==> config.mk <==
export PLATFORM = sky130hd
export DESIGN_NAME = clkdiv_reload
export DESIGN_NICKNAME = d
export VERILOG_FILES = /design/src/rtl/clkdiv_reload.sv
export SDC_FILE = /design/constraint.sdc
export NUM_CORES = 1
export LEC_CHECK = 0
export ABC_AREA = 0
export BUFFER_PORTS_ARGS = -buffer_cell sky130_fd_sc_hd__buf_2
export CAP_MARGIN = 20
export CORE_MARGIN = 4
export CORE_UTILIZATION = 30
export CTS_CLUSTER_DIAMETER = 150
export CTS_CLUSTER_SIZE = 24
export DETAILED_ROUTE_END_ITERATION = 7
export HOLD_SLACK_MARGIN = 0.12
export PLACE_DENSITY = 0.51
export SLEW_MARGIN = 20
export SYNTH_ARGS = -nofsm -noshare
export SYNTH_HDL_FRONTEND = slang
export SYNTH_SLANG_ARGS = --single-unit
==> constraint.sdc <==
create_clock -name clk -period 4.01 [get_ports clk]
set_input_delay 0.802 -clock clk [delete_from_list [all_inputs] [get_ports clk]]
set_output_delay 0.802 -clock clk [all_outputs]
set_load 0.005 [all_outputs]
==> src/rtl/clkdiv_reload.sv <==
module clkdiv_reload #(
  parameter int DATA_W      = 32,
  parameter int ADDR_W      = 4,
  parameter int RATIO_W     = 6,
  parameter int RATIO_LSB   = 8,
  parameter int FIELD_IDX   = 1,
  parameter int EN_SHIFT    = 24,
  parameter int TRIG_BIT    = 8,
  parameter int CTRL_OFF    = 0,
  parameter int RATIO_OFF   = 8,
  parameter int RESET_RATIO = 4
) (
  input  logic              clk,
  input  logic              rst_n,
  input  logic [ADDR_W-1:0] bus_addr,
  input  logic [DATA_W-1:0] bus_wdata,
  input  logic              bus_we,
  input  logic              bus_re,
  output logic [DATA_W-1:0] bus_rdata,
  output logic              div_clk
);
  localparam int EN_BIT = FIELD_IDX + EN_SHIFT;
  localparam int FLAG_W = 8;
  typedef logic [RATIO_W-1:0] ratio_t;

  logic [FLAG_W-1:0] force_q;
  logic              trig_q, en_q, pend_q, run;
  ratio_t            stage_q, pend_ratio, cur_ratio, cnt;
  ratio_t            cnt_n, cur_n;
  logic              wr_ctrl, wr_ratio, reload_hit, wrap, run_n;
  logic              unused_wdata;

  function automatic logic legal(ratio_t r);
    return r == ratio_t'(4) || r == ratio_t'(5) || r == ratio_t'(6) || r == ratio_t'(8);
  endfunction

  assign unused_wdata = ^bus_wdata;
  assign wr_ctrl    = bus_we && bus_addr == ADDR_W'(CTRL_OFF);
  assign wr_ratio   = bus_we && bus_addr == ADDR_W'(RATIO_OFF);
  assign reload_hit = wr_ctrl && bus_wdata[TRIG_BIT] && bus_wdata[FIELD_IDX] && legal(stage_q);

  assign wrap  = cnt == cur_ratio - ratio_t'(1);
  assign cnt_n = wrap ? '0 : cnt + ratio_t'(1);
  assign cur_n = (wrap && pend_q) ? pend_ratio : cur_ratio;
  assign run_n = wrap ? en_q : run;

  always_ff @(posedge clk or negedge rst_n) begin
    if (!rst_n) begin
      force_q <= '0;
      trig_q  <= 1'b0;
      en_q    <= 1'b0;
      stage_q <= ratio_t'(RESET_RATIO);
    end else begin
      if (wr_ctrl) begin
        force_q <= bus_wdata[FLAG_W-1:0];
        trig_q  <= bus_wdata[TRIG_BIT];
        en_q    <= bus_wdata[EN_BIT];
      end
      if (wr_ratio) stage_q <= bus_wdata[RATIO_LSB +: RATIO_W];
    end
  end

  always_ff @(posedge clk or negedge rst_n) begin
    if (!rst_n) begin
      pend_q     <= 1'b0;
      pend_ratio <= ratio_t'(RESET_RATIO);
    end else if (reload_hit) begin
      pend_q     <= 1'b1;
      pend_ratio <= stage_q;
    end else if (wrap) begin
      pend_q     <= 1'b0;
    end
  end

  always_ff @(posedge clk or negedge rst_n) begin
    if (!rst_n) begin
      cnt       <= '0;
      cur_ratio <= ratio_t'(RESET_RATIO);
      run       <= 1'b0;
      div_clk   <= 1'b0;
    end else begin
      cnt       <= cnt_n;
      cur_ratio <= cur_n;
      run       <= run_n;
      div_clk   <= run_n && (cnt_n < (cur_n >> 1));
    end
  end

  always_comb begin
    bus_rdata = '0;
    if (bus_re) begin
      if (bus_addr == ADDR_W'(CTRL_OFF)) begin
        bus_rdata[FLAG_W-1:0] = force_q;
        bus_rdata[TRIG_BIT]   = trig_q;
        bus_rdata[EN_BIT]     = en_q;
      end else if (bus_addr == ADDR_W'(RATIO_OFF)) begin
        bus_rdata[RATIO_LSB +: RATIO_W] = stage_q;
      end
    end
  end
endmodule

* Yosys cells after proc, flatten, opt, wreduce, memory -nomap -nowiden
Index checks and enable logic that the tools add are counted.
** Storage, ports and cells
- Register bits after elaboration :: 37
- Output and inout bits :: 33
- Logic and storage cells :: 44
** Cells by class
- $add $sub $neg :: 2
- Magnitude comparators :: 1
- Equality and inequality tests :: 6
- Muxes and demuxes :: 12
- Reductions and logical operators :: 12
** Operators with widths (number)
- 6-bit by 3-bit == test with 1-bit output (second input constant) :: 3
- 6-bit two-way mux :: 3
- 14-bit two-way mux :: 1
- 8-bit two-way mux :: 1
- 1-bit logical AND :: 7
- 6-bit by 1-bit adder with 6-bit output (second input constant) :: 1
- 6-bit by 4-bit == test with 1-bit output (second input constant) :: 1
- 6-bit == test :: 1
- 6-bit by 5-bit less-than comparator with 1-bit output :: 1
- 1-bit two-way mux :: 6
- 6-bit by 1-bit subtractor with 6-bit output (second input constant) :: 1
- 5-bit two-way mux :: 1
- 4-bit == test (second input constant) :: 1
- 4-bit zero test :: 1
- 1-bit logical OR :: 3
- 2-bit nonzero test :: 1

* Longest topological paths before layout
- Depth after elaboration :: 6
- Depth in mapped cells :: 12
- Depth with buffers taken out :: 11

* Worst setup path before layout
OpenSTA, ideal clock, no wires.
- Path kind :: register to register
- Start point :: reg cur_ratio[1]
- End point :: reg div_clk
- Library setup time :: 126 ps
- Arrival :: 2687 ps
- Required time :: 3884 ps
- Path slack :: 1197 ps
- Stages on the path, launching flop included :: 13
- Buffers on the path :: 1
- Clock period less this slack :: 2813 ps
- Path through :: dfrtp_1 > inv_1 > ha_1 > nor3b_1 > xnor2_1 > nor4_4 > and3_1 > buf_6 > mux2i_1 > ha_1 > o2111ai_1 > a31o_1 > o311a_1
** Between the ends
- Cells in the longest elaborated chain, start to end :: 6
** RTL lines
- start, declared :: line 28 : ratio_t stage_q, pend_ratio, cur_ratio, cnt;
- start signal, assigned :: line 78 : cur_ratio <= ratio_t'(RESET_RATIO);
- start signal, assigned :: line 83 : cur_ratio <= cur_n;
- 6-bit by 1-bit subtractor with 6-bit output :: line 42 : assign wrap = cnt == cur_ratio - ratio_t'(1);
- 6-bit == test :: line 42
- 1-bit logical AND :: line 44 : assign cur_n = (wrap && pend_q) ? pend_ratio : cur_ratio;
- 6-bit two-way mux :: line 44
- 6-bit by 5-bit less-than comparator with 1-bit output :: line 85 : div_clk <= run_n && (cnt_n < (cur_n >> 1));
- 1-bit logical AND (*) :: line 85
- end signal, assigned :: line 85
- end, declared :: line 20 : output logic div_clk
Every way passes the cells marked *; elsewhere a longest branch is shown, timed or not.
A chain may end at the register's enable or synchronous reset.

* Worst setup path after layout
Ends and elaborated chain as after synthesis.

==> results.yml <==
synth:
  ys_async_sr_fraction_pct: 100.0
  synth_edf_count: 0
  synth_largest_area_cell: "dfrtp_1"
  yosysWarnings: 0
  synth.most_common_cell: "dfrtp_1"
  ys_seq_area_share_pct: 46.85
  synthCells: 170
  yosys_most_used_dff: "dfrtp_1"
  syn_area_um2: 1984
  synth_top_area_share_pct: 42.88
  ys_ff_latch: 37
  synth.distinct_cells: 38
  netlist_top_cells_area: "dfrtp_1 43%, mux2_2 11%, buf_4 6.4%"
  postSynthAreaPerCell_um2: 11.67
  synth_common_cells: "34 x dfrtp_1, 20 x mux2_2, 17 x buf_4"
layout:
  multiInputGateArea_um2: 930.9
  drive_gt1_share_pct: 36.62
  layout.area.seq_um2: 929.6
  syn_to_final_growth_pct: 16.52
  antenna_cells: 0
  final_nets: 258
  postLayoutCoreUtil_pct: 36.21
  nFillCells: 637
detailed_routing:
  via_per_inst: 4.410
  ant_nets: 0
  routed_wl_um: 3722
  drtPass1Iterations: 3
  wl_per_cell_um: 12.83
  vias: 1279
  drc_errors: 0
  drtIter0Drc: 26
setup_path:
  path_delay_family: "simple AND/OR/NAND/NOR gates"
  path_class: "flop to flop"
  crit_chain: "inv_1 -> ha_1 -> nor3b_1 -> xnor2_1 -> nor4_4 -> and3_1 -> mux2i_1 -> ha_1 -> o2111ai_1 -> a31o_1 -> o311a_1"
  cpPeakStageDelay_ns: 0.45
  crit_top_cell: "ha_1"
  cp.arrival_ns: 3.46
  cp.required_ns: 4.18
  crit_slowest_cell: "and3_1"
  crit_buf_inv: 1
  crit_path_max_fanout: 6
  end_kind: "flop"
  cp-start-kind: "flop"
place:
  dp_hpwl_um: 2788
  portBuffers: 38
  place.gp.congestion: 0.7714
  dp_slack_ns: 0.6745
sta:
  fin_ws_ns: 0.7277
  fmax_mhz: 304.7
  setup-tns-final_ns: 0
  setup_viol: 0
  min_period_ns: 3.282
  max_slew_margin_pct: 44.57
  tightest_slew_ns: 0.8314
  fin_crit_sh_pct: 81.85
  rsz0062_at_grt: "false"
  slew_viol_final: 0
  final-hold-violation-count: 0
  skew_ns: 0.009347
cts:
  clkSinkCount: 37
  cts_inserted_buffers: 5
  cts_tree: "built"
  clk-insertion-delay-late_ns: 0.29
  path_clk_slew_ns: 0.08
  cts_buffer_depth: 2
  cts_root_buffer: "clkbuf_8"
  htreeDepth: 2
  cts_resized: 0
  cts_setup_buffers: 0
  hold_buffers: 0
global_routing:
  first_global_vias: 1246
  grt_max_degree: 38
  grt_pass1_wl_um: 6182
  antenna_found_initial: 0
  track_usage_pct: 10.20
  grt-ovfl-total: 0
flow_run:
  maxCapViolCount: 0
die:
  die_area_um2: 7980
  io-pin-count: 73
  die_h_um: 89.33
  fp-row-count: 29
  die_w_um: 89.33
  fp.coreArea_um2: 6386
  start_util_pct: 31.07
pwr:
  combPwrFrac_pct: 9.1
  switching_share_pct: 22.48
  clkPwrFrac_pct: 39.3
  seqPwrFrac_pct: 51.6
  p_per_area_nw_per_um2: 370.2
  ir_drop_uv: 174.6
  p_leak_uw: 0.001201
  p_sw_uw: 192.4
  power.internal_uw: 663.5
outcome:
  status: "finished clean"
hold_path:
  min_path_type: "flop to flop"
==> cells by family after synthesis <==
family	count (synthesis)	synth area share, %
simple gates	44	14.06
flops	37	46.85
buf+inv	30	9.268
mux	24	13.37
compound gates	14	6.306
xor+xnor	14	6.179
fa+ha+maj	6	3.783
other cells	1	0.1890
==> final timing paths <==
| path | start | endpoint | slack [ns] | depth (start not counted) |
|---|---|---|---|---|
| min reg2reg | pend_q | pend_q | 0.48 | 1 |
| min | pend_q | pend_q | 0.48 | 1 |
| max in group asynchronous | rst_n | cur_ratio[5] | 2.87 | 1 |
| max reg2reg | cur_ratio[1] | div_clk | 0.73 | 11 |
| min in group asynchronous | rst_n | cur_ratio[1] | 0.62 | 1 |
| max | cur_ratio[1] | div_clk | 0.73 | 11 |
==> worst reg2reg max path, delay by kind of cell, from the launching register on <==
kind | cells | cell delay, ns
buffers and inverters | 1 | 0.15
xor gates and xnor gates | 1 | 0.13
and+or+nand+nor | 3 | 1.05
AOI/OAI and AO/OA | 3 | 0.64
muxes | 1 | 0.32
DFF | 1 | 0.38
adders and majority gates | 2 | 0.50
==> flip-flops by register name, indices dropped and copies added (netlist names) <==
| register | count |
|---|---|
| force_q | 8 |
| cnt | 6 |
| run | 1 |
| cur_ratio | 6 |
| pend_ratio | 6 |
| stage_q | 6 |
| en_q | 1 |
| div_clk | 1 |
| trig_q | 1 |
| pend_q | 1 |
==> cells in the final DEF (no fill, tap or decap), drive strengths merged, types with 4 or more instances in the layout <==
| master | count |
|---|---|
| and2 | 7 |
| clkbuf | 7 |
| buf | 40 |
| nand2 | 5 |
| inv | 9 |
| conb | 17 |
| nor2 | 6 |
| dfrtp | 34 |
| mux2i | 4 |
| xor2 | 6 |
| mux2 | 20 |
| ha | 6 |
| xnor2 | 8 |
| and3 | 13 |
==> per-stage QoR <==
stage | total power (µW) | hold slack, ns | std cells | cell area (µm²)
2_1_floorplan | 503.9 | 0.4415 | 186 | 2044
3_3_place_gp | 526.0 | 0.4632 | 282 | 2196
3_5_place_dp | 528.9 | 0.4609 | 282 | 2196
4_1_cts | 868.6 | 0.4791 | 290 | 2312
5_1_grt | 902.8 | 0.5038 | 290 | 2312
6_report | 855.9 | 0.4807 | 290 | 2312
==> power groups by stage <==
stage	sequential, µW	clock [µW]	combinational [µW]
after floorplan	439	0	64.9
after global placement	449	0	76.9
after detailed placement	450	0	79.2
after CTS	443	347	79.0
after global routing	448	364	89.8
final	442	336	77.6
==> final cells by class <==
cell class,count,area share [%]
multi-input cells,119,40.26
flip-flops and latches,37,40.21
repair buffers,40,8.874
well taps,77,4.167
clock buffers,7,3.734
inverters,9,1.461
clock inverters,1,1.299
==> layer usage <==
metal  vias to the layer above  routed length, µm  GRT usage [%]
li1                        641                  -              -
met1                       585               1831          14.30
met2                        46               1541          14.60
met3                         7                290          3.410
met4                         0                 58          3.654
met5                         -                  0              0
Note: power is estimated with default switching activity, not from simulation.
